==> src/rtl/pw_pkg.sv <==
package pw_pkg;
  typedef struct packed {
    logic load;
    logic step;
  } pwCtrl_t;
endpackage

==> src/rtl/pwDatapath.sv <==
module pwDatapath
  import pw_pkg::*;
#(
  parameter int NUM_PAGES = 5,
  parameter int IDX_W     = 3,
  parameter int CNT_W     = 16
) (
  input  logic                   clk,
  input  logic                   rstN,
  input  pwCtrl_t                ctrl,
  input  logic [NUM_PAGES*32-1:0] pagePtrs,
  input  logic [IDX_W-1:0]       startPage,
  input  logic [CNT_W-1:0]       byteCount,
  output logic [31:0]            beatAddr,
  output logic [2:0]             beatBytes,
  output logic                   lastBeat,
  output logic                   overrunNext,
  output logic                   startBad,
  output logic                   zeroCount,
  output logic [IDX_W-1:0]       pageIdx,
  output logic [11:0]            offsetOut
);
  localparam int PAGE_BYTES = 4096;
  localparam int OFF_W      = 12;
  localparam int BASE_W     = 32 - OFF_W;

  logic [BASE_W-1:0] bases [NUM_PAGES];
  logic [IDX_W-1:0]  page;
  logic [OFF_W-1:0]  offset;
  logic [CNT_W-1:0]  remain;
  logic [OFF_W:0]    toBound;
  logic [2:0]        size;
  logic              crossing;
  logic [BASE_W-1:0] curBase;

  // Only the page base field of each pointer is kept; reserved low bits are dropped.
  for (genvar i = 0; i < NUM_PAGES; i++) begin : gBase
    always_ff @(posedge clk) begin
      if (!rstN)          bases[i] <= '0;
      else if (ctrl.load) bases[i] <= pagePtrs[i*32+OFF_W +: BASE_W];
    end
  end

  always_comb begin
    toBound = (OFF_W+1)'(PAGE_BYTES) - {1'b0, offset};
    size    = 3'd4;
    if (remain < CNT_W'(4))             size = remain[2:0];
    if (toBound < (OFF_W+1)'(size))     size = toBound[2:0];
    crossing = ((OFF_W+1)'(size) == toBound);
    curBase  = '0;
    for (int k = 0; k < NUM_PAGES; k++)
      if (page == IDX_W'(k)) curBase = bases[k];
  end

  assign beatAddr    = {curBase, offset};
  assign beatBytes   = size;
  assign lastBeat    = (CNT_W'(size) == remain);
  assign overrunNext = crossing && !lastBeat && (page >= IDX_W'(NUM_PAGES - 1));
  assign zeroCount   = (byteCount == '0);
  assign startBad    = (startPage >= IDX_W'(NUM_PAGES)) && !zeroCount;
  assign pageIdx     = page;
  assign offsetOut   = offset;

  always_ff @(posedge clk) begin
    if (!rstN) begin
      page   <= '0;
      offset <= '0;
      remain <= '0;
    end else if (ctrl.load) begin
      page   <= startPage;
      offset <= pagePtrs[OFF_W-1:0];
      remain <= byteCount;
    end else if (ctrl.step) begin
      remain <= remain - CNT_W'(size);
      if (crossing) begin
        offset <= '0;
        page   <= page + 1'b1;
      end else begin
        offset <= offset + OFF_W'(size);
      end
    end
  end
endmodule

==> src/rtl/pwControl.sv <==
module pwControl
  import pw_pkg::*;
(
  input  logic    clk,
  input  logic    rstN,
  input  logic    start,
  input  logic    advance,
  input  logic    lastBeat,
  input  logic    overrunNext,
  input  logic    startBad,
  input  logic    zeroCount,
  output pwCtrl_t ctrl,
  output logic    beatValid,
  output logic    done,
  output logic    overrun
);
  typedef enum logic [1:0] {ST_IDLE, ST_RUN, ST_ERR} pwState_e;
  pwState_e state;

  assign ctrl.load = start && (state != ST_RUN);
  assign ctrl.step = (state == ST_RUN) && advance;
  assign beatValid = (state == ST_RUN);
  assign overrun   = (state == ST_ERR);

  always_ff @(posedge clk) begin
    if (!rstN) begin
      state <= ST_IDLE;
      done  <= 1'b0;
    end else begin
      done <= 1'b0;
      if (ctrl.load) begin
        if (zeroCount) begin
          state <= ST_IDLE;
          done  <= 1'b1;
        end else if (startBad) begin
          state <= ST_ERR;
        end else begin
          state <= ST_RUN;
        end
      end else if (ctrl.step) begin
        if (lastBeat) begin
          state <= ST_IDLE;
          done  <= 1'b1;
        end else if (overrunNext) begin
          state <= ST_ERR;
        end
      end
    end
  end
endmodule

==> src/rtl/pageWalker.sv <==
module pageWalker
  import pw_pkg::*;
#(
  parameter int NUM_PAGES = 5,
  parameter int IDX_W     = 3,
  parameter int CNT_W     = 16
) (
  input  logic                    clk,
  input  logic                    rstN,
  input  logic                    start,
  input  logic [NUM_PAGES*32-1:0] pagePtrs,
  input  logic [IDX_W-1:0]        startPage,
  input  logic [CNT_W-1:0]        byteCount,
  input  logic                    advance,
  output logic                    beatValid,
  output logic [31:0]             beatAddr,
  output logic [2:0]              beatBytes,
  output logic                    done,
  output logic                    overrun,
  output logic [IDX_W-1:0]        pageIdx,
  output logic [11:0]             offsetOut
);
  pwCtrl_t ctrl;
  logic lastBeat, overrunNext, startBad, zeroCount;

  pwControl uCtrl (
    .clk, .rstN, .start, .advance, .lastBeat, .overrunNext, .startBad,
    .zeroCount, .ctrl, .beatValid, .done, .overrun
  );

  pwDatapath #(.NUM_PAGES(NUM_PAGES), .IDX_W(IDX_W), .CNT_W(CNT_W)) uData (
    .clk, .rstN, .ctrl, .pagePtrs, .startPage, .byteCount, .beatAddr,
    .beatBytes, .lastBeat, .overrunNext, .startBad, .zeroCount, .pageIdx,
    .offsetOut
  );
endmodule

==> config.mk <==
export PLATFORM = sky130hd
export DESIGN_NAME = pageWalker
export DESIGN_NICKNAME = d
export VERILOG_FILES = /design/src/rtl/pw_pkg.sv /design/src/rtl/pwDatapath.sv /design/src/rtl/pwControl.sv /design/src/rtl/pageWalker.sv
export SDC_FILE = /design/constraint.sdc
export NUM_CORES = 1
export LEC_CHECK = 0
export BUFFER_PORTS_ARGS = -buffer_cell sky130_fd_sc_hd__clkbuf_2
export CAP_MARGIN = 10
export CORE_MARGIN = 10
export CORE_UTILIZATION = 40
export CTS_BUF_LIST = sky130_fd_sc_hd__clkbuf_8
export DETAILED_ROUTE_END_ITERATION = 12
export PLACE_DENSITY = 0.71
export SYNTH_ARGS = -nofsm -noshare
export SYNTH_HDL_FRONTEND = slang
export SYNTH_SLANG_ARGS = --single-unit
==> constraint.sdc <==
create_clock -name clk -period 5.4 [get_ports clk]
set_clock_uncertainty 0.1 [all_clocks]
set_input_delay 0.27 -clock clk [delete_from_list [all_inputs] [get_ports clk]]
set_output_delay 0.27 -clock clk [all_outputs]
set_load 0.005 [all_outputs]
==> impl_metrics.py, run 1 <==
metrics = {
    "floorplan": {
        "chipWidth_microns": 153.0,
        "core_sq_um": 17300,
        "initial_core_util_pct": 40.93,
        "dieArea_sq_um": 23420,
        "ioPinCount": 236,
        "dieHeight_microns": 153.0,
        "rows": 48,
    },
    "route": {
        "routed_via_density": 5.372,
        "first_pass_iters": 5,
        "wl_per_cell_microns": 18.38,
        "drtAntennaViolNets": 0,
        "vias": 6350,
        "drc": 0,
        "drt-total-wl_microns": 21730,
        "initialDrtViolationCount": 522,
    },
    "worst_setup_path": {
        "crit_type": "register to register",
        "worstSetupStartpoint": "uData.offsetOut[1]",
        "worstPathArrival_ps": 5270,
        "crit_path_end_kind": "register",
        "r2r-start": "uData.offsetOut[1]",
        "crit_top_cell": "ha_1",
        "worst_path_max_delay_cell": "or4_1",
        "crit_chain": "inv_1 -> ha_1 -> xor2_2 -> inv_1 -> ha_1 -> nor4_1 -> a32oi_2 -> or4_1 -> o21ai_0 -> ha_1 -> inv_1 -> ha_1 -> a221oi_2 -> nand3_1 -> o311ai_0 -> a31oi_1",
        "required_ps": 5610,
        "startpoint_type": "register",
        "slowest_delay_ps": 540,
        "path_max_fanout": 8,
    },
    "timing": {
        "holdWs_ps": 31.97,
        "max-slew-margin-rel_pct": 20.54,
        "min_period_ps": 5056,
        "fin_crit_sh_pct": 93.63,
        "rsz0062_at_grt": "no",
        "fmax_mhz": 197.8,
        "drv_slew": 0,
        "tns_ps": 0,
        "setup_viol": 0,
        "worst_pin_slew_ps": 1188,
        "timing.final.hold_violations": 0,
    },
    "clock_tree": {
        "postCtsSetupBuffers": 0,
        "ctsLongestPathBuffers": 2,
        "cts_buffers": 17,
        "insertion_delay_ps": 440,
        "htree_levels": 4,
        "cts_root_buffer": "clkbuf_8",
        "cts_sinks": 134,
        "clkTransAtPathRegs_ps": 90,
        "cts_tree": "yes",
    },
    "yosys": {
        "synth_seq_area_share_pct": 52.03,
        "yosysMostFrequentCell": "and2_1",
        "synth_top_flop_cell": "edfxtp_1",
        "synth_cell_types": 64,
        "synth.yosys.warnings": 0,
        "async_flop_share_pct": 0,
        "synth_top_area_cell": "edfxtp_1",
        "syn_area_per_cell_sq_um": 10.22,
        "synth-seq-cells": 134,
        "synthTopCellsByCount": "105 x and2_1, 100 x edfxtp_1, 48 x nor2_1",
        "syn_nets": 889,
        "synth_top_cells_by_area": "edfxtp_1 42%, dfxtp_1 9.6%, and2_1 9.3%",
        "synthCells": 693,
        "synth_edf_count": 100,
        "syn_area_sq_um": 7079,
        "synth_top_cell_area_share_pct": 42.42,
    },
    "global_routing": {
        "grt_usage_pct": 17.68,
        "antenna_found_initial": 0,
        "grt.overflow.total": 0,
        "grt_pass1_vias": 6361,
        "grt_pass1_wl_microns": 34020,
        "grt_max_degree": 61,
    },
    "min_path": {
        "worstHoldStart": "pagePtrs[0]",
        "min_path_type": "input pin to register",
    },
    "status": {
        "status": "complete, no violations",
    },
    "pwr": {
        "peakVddDrop_uv": 156.6,
        "leakage_nw": 4.006,
        "p_per_area_nw_per_um2": 287.8,
    },
    "cells_and_area": {
        "design_area_sq_um": 9470,
        "layout-drive-gt1-share_pct": 26.65,
        "diodes": 0,
        "fin_nets": 1140,
        "area_growth_syn_to_layout_pct": 33.78,
    },
    "placement": {
        "post_dp_cell_area_sq_um": 8198,
        "dp_hpwl_microns": 15040,
        "numPortBuffers": 187,
        "place.gp.congestion": 0.8839,
    },
    "flow_run": {
        "maxCapViolCount": 0,
    },
}
[kinds of logic (layout without fill, tap and decap cells)]
family / after synthesis / after routing / share of synthesized area, %
fa+ha+maj: 14 / 14 / 2.457
buf+inv: 75 / 339 / 4.683
flops: 134 / 134 / 52.03
mux: 7 / 7 / 1.007
simple gates: 285 / 285 / 21.88
xor+xnor: 14 / 14 / 1.732
compound gates: 164 / 164 / 16.21
[routing by layer]
layer / track usage [%] / routed length [microns] / vias up
li1: - / - / 3060
met2: 29.06 / 10520 / 260
met1: 22.00 / 9434 / 3001
met5: 0 / 0 / -
met4: 5.268 / 294 / 0
met3: 5.079 / 1479 / 29
[critical path: cells and delay by family, from the launching register on]
family	cells	cell delay, ps
AOI/OAI and AO/OA	5	1550
and+or+nand+nor	3	1110
xor gates and xnor gates	1	310
buffers and inverters	3	380
DFF	1	480
adders and majority gates	4	990
[sequential cells by signal (all words and copies together), names as in the netlist]
signal           count
uData.bases        100
uData.remain        16
uData.offsetOut     12
uData.pageIdx        3
uCtrl.state          2
uCtrl.done           1
[metrics by stage]
step | worst slack [ps] | power [mW] | utilization, % | instances
after global routing | 145.2 | 2.856 | 54.75 | 1182
final | 344.0 | 2.725 | 54.75 | 1182
after CTS | 255.6 | 2.740 | 54.56 | 1180
after detailed placement | 328.1 | 1.770 | 47.40 | 1068
after global placement | 363.3 | 1.760 | 47.40 | 1068
after floorplan | 520.5 | 1.570 | - | 693
[power by group]
group	internal [mW]	switching (mW)
Clock	0.507	0.415
Sequential	1.20	0.0526
Combinational	0.252	0.300
Total	1.96	0.767
[final timing paths]
kind | end | slack, ps | depth (start not counted)
setup / recovery | uData.remain[14] | 340 | 16
hold / removal | uData.offsetOut[0] | 30 | 3
hold reg to reg | uCtrl.state[0] | 400 | 2
setup reg to reg | uData.remain[14] | 340 | 16
[layout make-up]
type / count / area, sq um
repair buffers: 289 / 1912
fillers: 1516 / 7826
flip-flops and latches: 134 / 3684
multi-input cells: 484 / 3084
well taps: 225 / 281.5
clock inverters: 15 / 205.2
inverters: 18 / 70.07
clock buffers: 17 / 234.0
[cells in the final DEF (no fill, tap or decap), drive strengths merged, types with 5 or more instances in the layout]
| cell | synthesis | final |
|---|---|---|
| clkbuf | 43 | 204 |
| and2 | 106 | 106 |
| edfxtp | 100 | 100 |
| dlygate4sd3 | 0 | 81 |
| nor2 | 48 | 48 |
| nand2 | 44 | 44 |
| o21ai | 40 | 40 |
| a21oi | 39 | 39 |
| dfxtp | 34 | 34 |
| nor3 | 29 | 29 |
| buf | 14 | 21 |
| inv | 18 | 21 |
| a222oi | 20 | 20 |
| a22oi | 14 | 14 |
| nor4 | 13 | 13 |
| ha | 13 | 13 |
| nand3 | 11 | 11 |
| and3 | 10 | 10 |
| xnor2 | 9 | 9 |
| clkinv | 0 | 7 |
| mux2i | 6 | 6 |
| o22ai | 6 | 6 |
| xor2 | 5 | 5 |
[timing repair]
action / CTS / global route
endpoints found under the setup margin: 0 / 1
hold endpoints to repair: 80 / 1
hold buffers: 80 / 1
gates resized for setup: 0 / 1
No activity file was read; power rests on OpenSTA's default activity.
==> run 2: changes to the inputs <==
CORE_ASPECT_RATIO = 0.6   (was not set)
==> run 2 against run 1 <==
Clock-buffer cell count unchanged; critical path depth grew 1; sequential power is essentially flat; critical path type unchanged; critical endpoint unchanged; largest power group unchanged.
==> impl_metrics.py, run 2 (synthesis gave the netlist of run 1 again) <==
metrics = {
    "status": {
        "status": "complete, no violations",
    },
    "pwr": {
        "peakVddDrop_uv": 145.4,
        "leakage_nw": 3.905,
        "p_per_area_nw_per_um2": 281.1,
    },
    "clock_tree": {
        "htree_levels": 4,
        "cts_root_buffer": "clkbuf_8",
        "ctsLongestPathBuffers": 2,
        "cts_buffers": 17,
        "clkTransAtPathRegs_ps": 90,
        "cts_tree": "yes",
        "insertion_delay_ps": 440,
        "cts_sinks": 134,
    },
    "route": {
        "routed_via_density": 5.418,
        "drt-total-wl_microns": 22170,
        "wl_per_cell_microns": 18.85,
        "vias": 6372,
        "drtAntennaViolNets": 0,
        "first_pass_iters": 7,
        "drc": 0,
        "initialDrtViolationCount": 665,
    },
    "worst_setup_path": {
        "worstPathArrival_ps": 5120,
        "r2r-end": "uData.remain[14]",
        "worst-r2r-cell-count": 17,
        "startpoint_type": "register",
        "worst_path_max_delay_cell": "or4_4",
        "crit_chain": "or4_4 -> nor3_4 -> and3_1 -> inv_1 -> ha_1 -> nor4_1 -> a32oi_2 -> or4_1 -> o21ai_1 -> ha_1 -> inv_1 -> ha_1 -> a21o_1 -> o21ai_1 -> nand3_1 -> o311ai_0 -> a31oi_1",
        "crit_type": "register to register",
        "crit_top_cell": "ha_1",
        "r2r-start": "uData.remain[4]",
        "reg2reg_slack_ps": 490,
        "slowest_delay_ps": 590,
        "crit_path_end_kind": "register",
        "path_max_fanout": 6,
        "worstSetupStartpoint": "uData.remain[4]",
        "required_ps": 5610,
    },
    "global_routing": {
        "grt_usage_pct": 18.27,
        "grt_pass1_wl_microns": 34400,
        "grt_pass1_vias": 6374,
        "grt_max_degree": 58,
        "antenna_found_initial": 1,
        "grt.overflow.total": 0,
    },
    "min_path": {
        "min_to": "uData.bases[2][18]",
        "worstHoldStart": "pagePtrs[94]",
        "hold_depth": 2,
        "min_path_type": "input pin to register",
    },
    "timing": {
        "worst_pin_slew_ps": 1025,
        "setup_viol": 0,
        "rsz0062_at_grt": "no",
        "fin_crit_sh_pct": 90.89,
        "max-slew-margin-rel_pct": 31.53,
        "min_period_ps": 4908,
        "fmax_mhz": 203.7,
        "timing.final.hold_violations": 0,
        "tns_ps": 0,
        "drv_slew": 0,
    },
    "floorplan": {
        "chipWidth_microns": 191.7,
        "core_sq_um": 17270,
        "rows": 37,
        "dieHeight_microns": 123.1,
        "initial_core_util_pct": 41.00,
        "ioPinCount": 236,
        "dieArea_sq_um": 23590,
    },
    "cells_and_area": {
        "fin_nets": 1125,
        "design_area_sq_um": 9265,
        "multi_input_area_sq_um": 3079,
        "top_register": "uData.bases",
        "final_cell_mix": "187 x clkbuf_2, 105 x and2_1, 100 x edfxtp_1",
        "layout-drive-gt1-share_pct": 26.86,
        "area_growth_syn_to_layout_pct": 30.88,
        "diodes": 0,
        "regArea_sq_um": 3684,
        "final_common_cell": "clkbuf_2",
        "largest_reg_flops": 100,
        "fillers": 1512,
    },
    "placement": {
        "post_dp_cell_area_sq_um": 8189,
        "dp_hpwl_microns": 15470,
        "place.gp.congestion": 0.8934,
        "numPortBuffers": 187,
    },
    "flow_run": {
        "maxCapViolCount": 0,
    },
}
run 2: how the worst max path moves through the flow:
| stage | end | slack (ps) |
|---|---|---|
| 2_1_floorplan | uData.remain[14] | 520 |
| 3_3_place_gp | uData.remain[15] | 560 |
| 3_5_place_dp | uData.remain[14] | 460 |
| 4_1_cts | uData.remain[14] | 460 |
| 5_1_grt | uData.remain[14] | 30 |
| 6_report | uData.remain[14] | 490 |
run 2: repair_timing:
action                                 in CTS  in global routing
setup buffers                               0                  0
hold buffers                               68                  1
endpoints found under the hold margin      68                  1
resized for setup                           0                  1
setup endpoints to repair                   0                  1
run 2: final cells by class:
| cell class | count | area share, % |
|---|---|---|
| clock inverter | 15 | 1.472 |
| inverter | 18 | 0.7562 |
| multi-input combinational | 484 | 33.23 |
| tap | 234 | 3.160 |
| sequential | 134 | 39.76 |
| clock buffer | 17 | 2.525 |
| timing repair buffer | 274 | 19.10 |
run 2: where the power goes:
part,leakage [nW],internal (mW),switching [mW]
Clock,0.184,0.338,0.468
Sequential,1.37,1.20,0.0531
Combinational,2.35,0.244,0.302
Total,3.90,1.78,0.823
run 2: metrics by stage:
step | hold WS [ps] | std cells | setup slack, ps | utilization (%) | power (mW)
finish | 26.77 | 1176 | 491.9 | 53.66 | 2.604
CTS | 2.309 | 1174 | 458.5 | 53.51 | 2.612
floorplan | 279.0 | 693 | 520.5 | - | 1.570
global placement | 380.6 | 1074 | 556.3 | 47.42 | 1.762
global route | 6.195 | 1176 | 29.94 | 53.66 | 2.739
detailed placement | 393.5 | 1074 | 459.8 | 47.42 | 1.772
run 2: metal layers:
layer  vias up  share of wire (%)  track usage [%]
li1       3028                  -                -
met1      3034                 45            25.25
met2       289                 44            26.67
met3        19                 11            6.665
met4         2               0.92            4.179
met5         -              0.081                0
run 2: worst max-delay path, delay by kind of cell, from the launching register on:
kind | cells | cell delay (ps)
flops | 1 | 390
fa+ha+maj | 3 | 670
simple gates | 6 | 2040
buf+inv | 2 | 180
compound gates | 6 | 1430
==> run 3: changes to the inputs <==
GPL_TIMING_DRIVEN = 0   (was not set)
==> run 3 against run 2 <==
First-iteration DRC count decreased by 0.45%; global-route usage increased by 1.1 points; sequential share of layout area decreased by 0.36 points; setup slack got worse by 190 ps; combinational power increased by 8.6%; sequential cell count unchanged; critical path depth increased by 1; cell count increased by 2.5%; critical endpoint is now uData.remain[12]; highest routed layer is now met4.
==> impl_metrics.py, run 3 (synthesis gave the netlist of run 1 again) <==
metrics = {
    "status": {
        "status": "complete, no violations",
    },
    "pwr": {
        "peakVddDrop_uv": 144.5,
        "p_per_area_nw_per_um2": 282.3,
        "power_frac_comb_pct": 22.5,
        "p_switching_mw": 0.8414,
        "p_sw_share_pct": 31.88,
        "leakage_nw": 3.915,
        "power_frac_clock_pct": 30.3,
        "p_seq_share_pct": 47.2,
        "fin_total_pwr_mw": 2.639,
        "p_int_mw": 1.798,
    },
    "placement": {
        "post_dp_cell_area_sq_um": 8338,
        "numPortBuffers": 187,
        "place.gp.congestion": 0.9088,
        "dp_hpwl_microns": 17670,
    },
    "clock_tree": {
        "ctsLongestPathBuffers": 2,
        "insertion_delay_ps": 440,
        "cts_buffers": 17,
        "cts_root_buffer": "clkbuf_8",
        "clkTransAtPathRegs_ps": 90,
        "cts_tree": "yes",
        "htree_levels": 4,
        "cts_sinks": 134,
    },
    "timing": {
        "timing.final.hold_violations": 0,
        "max-slew-margin-rel_pct": 46.98,
        "setup_viol": 0,
        "drv_slew": 0,
        "fmax_mhz": 196.1,
        "rsz0062_at_grt": "no",
        "min_period_ps": 5100,
        "worst_pin_slew_ps": 788.0,
        "fin_crit_sh_pct": 94.44,
    },
    "global_routing": {
        "grt_pass1_wl_microns": 35740,
        "grt.overflow.total": 0,
        "grt_usage_pct": 19.42,
        "grt_max_degree": 64,
        "antenna_found_initial": 0,
        "grt_pass1_vias": 6426,
    },
    "cells_and_area": {
        "largest_reg_flops": 100,
        "top_register": "uData.bases",
        "diodes": 0,
        "final_common_cell": "clkbuf_2",
        "fillers": 1500,
        "final_cell_mix": "187 x clkbuf_2, 105 x and2_1, 100 x edfxtp_1",
        "design_area_sq_um": 9349,
        "fin_nets": 1154,
        "layout-drive-gt1-share_pct": 26.78,
        "area_growth_syn_to_layout_pct": 32.06,
    },
    "worst_setup_path": {
        "crit_path_end_kind": "register",
        "crit_chain": "or4_4 -> or2_2 -> clkbuf_1 -> nor3_4 -> ha_1 -> o21ai_0 -> a32oi_2 -> or4_1 -> buf_4 -> o21ai_2 -> ha_1 -> inv_1 -> ha_1 -> a221oi_4 -> buf_4 -> nand3b_1 -> a21o_1 -> a221o_1",
        "crit_type": "register to register",
        "r2r-start": "uData.remain[4]",
        "path_max_fanout": 8,
        "cp_num_cells": 18,
        "r2r-end": "uData.remain[12]",
        "crit_top_cell": "ha_1",
        "reg2reg_slack_ps": 300,
        "required_ps": 5620,
        "worst-r2r-cell-count": 18,
        "cp.buffers_inverters": 4,
        "crit_family": "simple AND/OR/NAND/NOR gates",
        "worstSetupStartpoint": "uData.remain[4]",
        "crit_end": "uData.remain[12]",
        "worstPathArrival_ps": 5320,
        "worst_path_max_delay_cell": "or4_4",
        "startpoint_type": "register",
        "slowest_delay_ps": 610,
    },
    "floorplan": {
        "initial_core_util_pct": 41.00,
        "core_sq_um": 17270,
        "ioPinCount": 236,
        "chipWidth_microns": 191.7,
        "dieArea_sq_um": 23590,
        "rows": 37,
        "dieHeight_microns": 123.1,
    },
    "route": {
        "vias": 6637,
        "first_pass_iters": 6,
        "drtAntennaViolNets": 0,
        "routed_via_density": 5.508,
        "initialDrtViolationCount": 662,
        "drc": 0,
        "wl_per_cell_microns": 19.47,
        "drt-total-wl_microns": 23460,
    },
    "min_path": {
        "min_path_type": "input pin to register",
    },
    "flow_run": {
        "maxCapViolCount": 0,
    },
}
==> run 3: cell count changes in the layout (fill, tap and decap cells not counted), sizes merged <==
cell	previous run	this run
clkinvlp	2	3
dlygate4sd3	69	51
buf	18	23
clkbuf	204	246
clkinv	5	4
==> run 3: worst min-delay path by stage <==
stage	from	end	slack, ps	cells after the start
2_1_floorplan	pagePtrs[7]	uData.offsetOut[7]	280	2
3_3_place_gp	uCtrl.state[0]	uCtrl.state[0]	380	2
3_5_place_dp	uCtrl.state[0]	uCtrl.state[0]	390	2
4_1_cts	pagePtrs[155]	uData.bases[4][15]	2	2
5_1_grt	pagePtrs[31]	uData.bases[0][19]	2	2
6_report	byteCount[4]	uData.remain[4]	20	3
==> run 3: routing by layer <==
metal  vias to the layer above  global-route usage (%)  wire (microns)
met5                         -                       0               0
met3                        17                   5.681            2742
met4                         0                   4.325             199
met1                      3143                   29.38           10900
met2                       378                   26.28            9619
li1                       3099                       -               -
==> run 3: per-stage QoR <==
| step | setup slack [ps] | utilization, % | hold WS (ps) | std cells | setup TNS, ps |
|---|---|---|---|---|---|
| floorplan | 520.5 | - | 279.0 | 693 | 0 |
| global placement | -162.8 | 48.11 | 381.0 | 1114 | -609.4 |
| detailed placement | -266.6 | 48.29 | 386.7 | 1115 | -1325 |
| CTS | 65.60 | 53.55 | 1.722 | 1198 | 0 |
| global route | 29.93 | 54.14 | 2.175 | 1205 | 0 |
| finish | 300.2 | 54.14 | 16.66 | 1205 | 0 |
==> run 3: power by group through the flow <==
stage	clock network [mW]	logic, mW	registers (mW)
final	0.799	0.593	1.25
after global routing	0.855	0.654	1.26
after CTS	0.810	0.558	1.24
after detailed placement	0	0.522	1.27
after global placement	0	0.508	1.27
after floorplan	0	0.313	1.26
==> run 3: worst register-to-register path: stages (launching register included) <==
cell and delay, ps:
dfxtp_1 370, or4_4 610, or2_2 300, clkbuf_1 180
nor3_4 260, ha_1 270, o21ai_0 90, a32oi_2 130
or4_1 510, buf_4 190, o21ai_2 180, ha_1 220
inv_1 100, ha_1 260, a221oi_4 420, buf_4 180
nand3b_1 110, a21o_1 210, a221o_1 290
==> run 3: layout make-up <==
type	count	area [sq um]	share of cell area [%]
Buffer	56	260.3	2.784
Clock buffer	17	234.0	2.503
Inverter	18	70.07	0.7495
Multi-Input combinational cell	484	3124	33.42
Sequential cell	134	3684	39.40
Clock inverter	15	137.6	1.472
Timing Repair Buffer	247	1546	16.54
Tap cell	234	292.8	3.132
==> run 3: timing repair <==
item / in CTS / in global routing
setup endpoints to repair: 11 / 25
pin swaps: 0 / 3
hold buffers: 51 / 0
gates resized for setup: 4 / 7
setup buffers: 0 / 8
hold endpoints to repair: 51 / 0
